--- config.mk ---
export PLATFORM = sky130hd
export DESIGN_NAME = tpart_repl
export DESIGN_NICKNAME = d
export VERILOG_FILES = /design/src/rtl/tpr_pkg.sv /design/src/rtl/tpr_allow_mask.sv /design/src/rtl/tpr_age_store.sv /design/src/rtl/tpr_victim_pick.sv /design/src/rtl/tpart_repl.sv
export SDC_FILE = /design/constraint.sdc
export NUM_CORES = 1
export LEC_CHECK = 0
export BUFFER_PORTS_ARGS = -buffer_cell sky130_fd_sc_hd__buf_2
export CORE_MARGIN = 5
export CORE_UTILIZATION = 42
export CTS_CLUSTER_DIAMETER = 120
export CTS_CLUSTER_SIZE = 12
export DETAILED_ROUTE_END_ITERATION = 10
export MAX_ROUTING_LAYER = met4
export PLACE_DENSITY = 0.56
export SLEW_MARGIN = 15
export SYNTH_ARGS = -nofsm -noshare
export SYNTH_HDL_FRONTEND = slang
export SYNTH_SLANG_ARGS = --single-unit
--- constraint.sdc ---
create_clock -name clk -period 8 [get_ports clk]
set_input_delay 0.4 -clock clk [delete_from_list [all_inputs] [get_ports clk]]
set_output_delay 0.4 -clock clk [all_outputs]
set_load 0.005 [all_outputs]
--- src/rtl/tpr_pkg.sv ---
package tpr_pkg;

    typedef enum logic {
        MODE_SHARED = 1'b0,
        MODE_SPLIT  = 1'b1
    } part_mode_e;

    typedef enum logic {
        THREAD_LO = 1'b0,
        THREAD_HI = 1'b1
    } thread_e;

    // Returns 1 when a way index falls in the half owned by the given thread
    function automatic logic in_owned_half(input int unsigned way_idx,
                                           input int unsigned ways,
                                           input thread_e     thr);
        if (thr == THREAD_LO) return (way_idx < ways / 2);
        else                  return (way_idx >= ways / 2);
    endfunction

endpackage

--- src/rtl/tpr_allow_mask.sv ---
module tpr_allow_mask
    import tpr_pkg::*;
#(
    parameter int WAYS = 4
) (
    input  part_mode_e      mode,
    input  thread_e         thr,
    output logic [WAYS-1:0] allow
);
    for (genvar w = 0; w < WAYS; w++) begin : g_way
        assign allow[w] = (mode == MODE_SHARED) ||
                          in_owned_half(w, WAYS, thr);
    end
endmodule

--- src/rtl/tpr_age_store.sv ---
module tpr_age_store #(
    parameter int WAYS  = 4,
    parameter int SETS  = 16,
    parameter int WAY_W = $clog2(WAYS),
    parameter int SET_W = $clog2(SETS)
) (
    input  logic                        clk,
    input  logic                        rst,
    input  logic [SET_W-1:0]            rd_set,
    input  logic                        upd_en,
    input  logic [WAY_W-1:0]            upd_way,
    output logic [WAYS-1:0][WAY_W-1:0]  rd_ages
);
    logic [WAY_W-1:0] age_q [SETS][WAYS];
    logic [WAY_W-1:0] touched_age;
    logic [WAYS-1:0]  mru_vec;

    always_comb begin
        for (int w = 0; w < WAYS; w++) begin
            rd_ages[w] = age_q[rd_set][w];
            mru_vec[w] = (age_q[rd_set][w] == '0);
        end
        touched_age = age_q[rd_set][upd_way];
    end

    always_ff @(posedge clk) begin
        if (rst) begin
            for (int s = 0; s < SETS; s++)
                for (int w = 0; w < WAYS; w++)
                    age_q[s][w] <= WAY_W'(w);
        end else if (upd_en) begin
            for (int w = 0; w < WAYS; w++) begin
                if (WAY_W'(w) == upd_way)
                    age_q[rd_set][w] <= '0;
                else if (age_q[rd_set][w] < touched_age)
                    age_q[rd_set][w] <= age_q[rd_set][w] + 1'b1;
            end
        end
    end

    AST_ONE_MRU: assert property (@(posedge clk) disable iff (rst)
        $countones(mru_vec) == 1);
endmodule

--- src/rtl/tpr_victim_pick.sv ---
module tpr_victim_pick #(
    parameter int WAYS  = 4,
    parameter int WAY_W = $clog2(WAYS)
) (
    input  logic [WAYS-1:0]             allow,
    input  logic [WAYS-1:0]             valid,
    input  logic [WAYS-1:0][WAY_W-1:0]  ages,
    output logic [WAY_W-1:0]            victim,
    output logic                        took_invalid
);
    logic [WAY_W-1:0] inv_way;
    logic [WAY_W-1:0] old_way;
    logic [WAY_W-1:0] old_age;
    logic             old_found;

    always_comb begin
        took_invalid = 1'b0;
        inv_way      = '0;
        for (int w = WAYS - 1; w >= 0; w--) begin
            if (allow[w] && !valid[w]) begin
                took_invalid = 1'b1;
                inv_way      = WAY_W'(w);
            end
        end
        old_found = 1'b0;
        old_way   = '0;
        old_age   = '0;
        for (int w = 0; w < WAYS; w++) begin
            if (allow[w] && (!old_found || ages[w] > old_age)) begin
                old_found = 1'b1;
                old_way   = WAY_W'(w);
                old_age   = ages[w];
            end
        end
        victim = took_invalid ? inv_way : old_way;
    end
endmodule

--- src/rtl/tpart_repl.sv ---
module tpart_repl
    import tpr_pkg::*;
#(
    parameter int WAYS  = 4,
    parameter int SETS  = 16,
    parameter int WAY_W = $clog2(WAYS),
    parameter int SET_W = $clog2(SETS)
) (
    input  logic             clk,
    input  logic             rst,
    input  logic             acc_valid,
    input  logic [SET_W-1:0] acc_set,
    input  logic             acc_thread,
    input  logic             split_en,
    input  logic [WAYS-1:0]  hit_vec,
    input  logic [WAYS-1:0]  valid_vec,
    output logic             miss,
    output logic [WAY_W-1:0] fill_way
);
    localparam int HALF = WAYS / 2;

    part_mode_e                 mode;
    thread_e                    thr;
    logic [WAYS-1:0]            allow;
    logic [WAYS-1:0][WAY_W-1:0] ages;
    logic [WAY_W-1:0]           victim;
    logic                       took_invalid;
    logic [WAY_W-1:0]           hit_idx;
    logic                       hit_any;
    logic [WAY_W-1:0]           upd_way;

    assign mode = part_mode_e'(split_en);
    assign thr  = thread_e'(acc_thread);

    tpr_allow_mask #(.WAYS(WAYS)) u_mask (
        .mode  (mode),
        .thr   (thr),
        .allow (allow)
    );

    tpr_age_store #(.WAYS(WAYS), .SETS(SETS), .WAY_W(WAY_W), .SET_W(SET_W)) u_ages (
        .clk     (clk),
        .rst     (rst),
        .rd_set  (acc_set),
        .upd_en  (acc_valid),
        .upd_way (upd_way),
        .rd_ages (ages)
    );

    tpr_victim_pick #(.WAYS(WAYS), .WAY_W(WAY_W)) u_pick (
        .allow        (allow),
        .valid        (valid_vec),
        .ages         (ages),
        .victim       (victim),
        .took_invalid (took_invalid)
    );

    always_comb begin
        hit_idx = '0;
        for (int w = 0; w < WAYS; w++)
            if (hit_vec[w]) hit_idx = WAY_W'(w);
    end

    assign hit_any  = |hit_vec;
    assign miss     = acc_valid && !hit_any;
    assign fill_way = victim;
    assign upd_way  = hit_any ? hit_idx : victim;

    // Count of allowed ways older than the chosen fill way (must be zero)
    logic [WAY_W:0] older_cnt;
    always_comb begin
        older_cnt = '0;
        for (int w = 0; w < WAYS; w++)
            if (allow[w] && ages[w] > ages[fill_way])
                older_cnt = older_cnt + 1'b1;
    end

    AST_SPLIT_LOWER: assert property (@(posedge clk) disable iff (rst)
        (miss && split_en && !acc_thread) |-> (fill_way < WAY_W'(HALF)));
    AST_SPLIT_UPPER: assert property (@(posedge clk) disable iff (rst)
        (miss && split_en && acc_thread) |-> (fill_way >= WAY_W'(HALF)));
    AST_INVALID_FIRST: assert property (@(posedge clk) disable iff (rst)
        (miss && |(allow & ~valid_vec)) |-> !valid_vec[fill_way]);
    AST_LRU_PICK: assert property (@(posedge clk) disable iff (rst)
        (miss && !took_invalid) |-> (older_cnt == '0));
endmodule

==> results.toml <==
[cts]
cts_sinks = 128
cts_setup_buffers = 0
cts_buffers = 17
ctsRootBufferMaster = "clkbuf_16"
cts_hold_buf = 0
clockBufferDepth = 2
h-tree-depth = 4
cts_resized = 0
cts_tree = "yes"
path_clk_slew_ns = 0.05
worstSkewPairLatency_ns = 0.42

[setup_path]
endpoint_kind = "register"
critPathSlowestCell = "mux4_2"
cpLargestDelayFamily = "compound AO/OA/AOI/OAI gates"
cp_data_arrival_time_ns = 7.41
start_kind = "input port"
cp_max_fo = 15
path_buf_inv = 4
critPathRequiredTime_ns = 8.12
timing_worst_setup_path_type = "input port to register"
slowest_delay_ns = 0.68

[global_route]
grt_pass1_vias = 5713
grt_first_pass_wirelength_mm = 32.8
met1_usage_pct = 28.8
grt_util_met2_pct = 35.4
busiest_layer = "met2"
grt_util_all_layers_pct = 22.3
gr-total-overflow = 0
grt_util_met3_pct = 4.17
antenna_found_initial = 0
grt_max_degree = 36

[synthesis]
synth-seq-cells = 128
synth.area.top_cells = "edfxtp_1 (52%), mux4_2 (8.9%), nand2_1 (5.9%)"
avgSynthCellArea_um2 = 11.0
ys_seq_area_share_pct = 52.3
synth_cell_types = 64
ys_async_sr_fraction_pct = 0
synth_flop_cell = "edfxtp_1"
synth_top_area_share_pct = 52.3
synth_nets = 692
synth_edf_count = 128
yosysWarnings = 0
synth_area_leader_cell = "edfxtp_1"
syn_area_mm2 = 0.00736
netlist_instances = 669

[final_layout]
drive_gt1_share_pct = 18.3
largest_reg_flops = 128
fill_cells = 1579
regMostFlops = "u_ages.age_q"
utilization_pct = 47.2
n_antenna_cell = 0
areaGrowthSynthToFinish_pct = 10.7
reg_top3 = "u_ages.age_q x128"
fin_area_mm2 = 0.00814
nNetsFinal = 705

[timing]
setup_slack_ns = 0.716
hold_violations = 0
setup_tns_ns = 0
final.min_clock_period_ns = 7.28
slew_headroom_pct = 37.2
drv_slew = 0
post-route-period-util_pct = 91.1
rsz0062_at_grt = "no"
fin_skew_ns = 0.0100
fmax_mhz = 137
worst_pin_slew_ns = 0.935
finalSetupViolCount = 0

[place]
place_hpwl_mm = 15.4
dpl_cell_area_mm2 = 0.00762
dpl_worst_slack_ns = 0.184
portBuffers = 19
gp_congestion = 0.889

[floorplan]
start_util_pct = 42.7
dieArea_mm2 = 0.0203
num_io_pins = 20
core-area_mm2 = 0.0172
die_w_um = 142
dieHeight_um = 142
num_rows = 48

[route]
drt-pass1-iter-count = 5
vias_per_cell = 6.08
drc = 0
vias = 5585
final_antenna_net_count = 0
routed_wl_mm = 21.2
drt-wirelength-per-cell_um = 23.1
drt-initial-drc-count = 610

[power_and_ir_drop]
p_leak_nw = 2.46
ir_drop_mv = 0.152
p_per_area_mw_per_mm2 = 221

[min_path]
hp-class = "input port to register"

[flow_run]
maxCapViolCount = 0

[status]
outcome = "complete, no violations"
tightest hold or removal path: cells and delay by family:
kind	cells	cell delay (ns)
buffers and inverters	1	0.26
and+or+nand+nor	2	0.27
synthesized netlist by cell type (5+ instances only):
cell type / n
nor2b_1: 10
nor2_1: 103
nand4_1: 5
nor3_1: 21
a22oi_1: 12
mux2i_1: 13
edfxtp_1: 128
buf_6: 5
nor4_1: 7
o21ai_0: 23
mux4_2: 29
nor3_2: 20
nand2b_1: 6
ha_1: 6
inv_1: 13
clkbuf_1: 20
nand3_1: 30
a21oi_1: 27
buf_2: 9
nand2_1: 115
through the flow:
stage / hold slack (ns) / instances / total power [W]
after CTS: 0.623 / 918 / 0.00180
after global placement: 1.06 / 888 / 0.00111
after detailed placement: 1.06 / 888 / 0.00112
after floorplan: 0.798 / 669 / 0.00103
final: 0.631 / 918 / 0.00180
after global routing: 0.653 / 918 / 0.00186
final timing paths:
path / slack (ns) / depth (start not counted) / startpoint / to
setup reg to reg: 0.85 / 27 / u_ages.age_q[9][7] / u_ages.age_q[15][3]
setup / recovery: 0.72 / 28 / acc_set[0] / u_ages.age_q[15][3]
hold / removal: 0.63 / 3 / acc_set[2] / u_ages.age_q[2][0]
hold reg to reg: 1.39 / 5 / u_ages.age_q[2][3] / u_ages.age_q[7][3]
layout make-up:
cell class	count	area [µm²]	share of cell area, %
repair buffers	38	238	2.92
flip-flops and latches	128	3840	47.2
inverters	14	52.6	0.646
well taps	225	282	3.46
multi-input cells	483	3220	39.5
clock inverters	11	75.1	0.922
clock buffers	19	433	5.32
layer usage:
layer	wire length [µm]	vias up
met3	1600	41
li1	-	2520
met1	8690	2761
met5	0	-
met2	10400	263
met4	547	0
cell families (layout without fill, tap and decap cells):
kind of cell	count (synthesis)	after routing	synth area share, %
AO/OA/AOI/OAI	103	103	10.4
buffers and inverters	58	82	4.20
AND/OR/NAND/NOR	329	329	21.0
flip-flops	128	128	52.3
adder cells (fa/ha/maj)	8	8	1.33
multiplexers	43	43	10.8
layout by cell type, fill, tap and decap left out, drive strengths merged, types with 7 or more instances in the layout:
| cell type | netlist | layout |
|---|---|---|
| a22oi | 12 | 12 |
| nor2b | 10 | 10 |
| mux2i | 13 | 13 |
| buf | 24 | 38 |
| nor4 | 7 | 7 |
| edfxtp | 128 | 128 |
| o31ai | 7 | 7 |
| o21ai | 24 | 24 |
| nand3 | 30 | 30 |
| nor3 | 41 | 41 |
| clkbuf | 20 | 19 |
| nand2 | 115 | 115 |
| clkinv | 1 | 11 |
| a21oi | 28 | 28 |
| mux4 | 29 | 29 |
| inv | 13 | 13 |
| nor2 | 103 | 103 |
where the power goes:
group / total, W / internal [W] / switching [W] / leakage (nW)
Sequential: 0.000786 / 0.000777 / 0.00000894 / 1.08
Clock: 0.000691 / 0.000414 / 0.000276 / 0.249
Combinational: 0.000323 / 0.0000958 / 0.000228 / 1.12
Note: power is estimated with default switching activity, not from simulation.
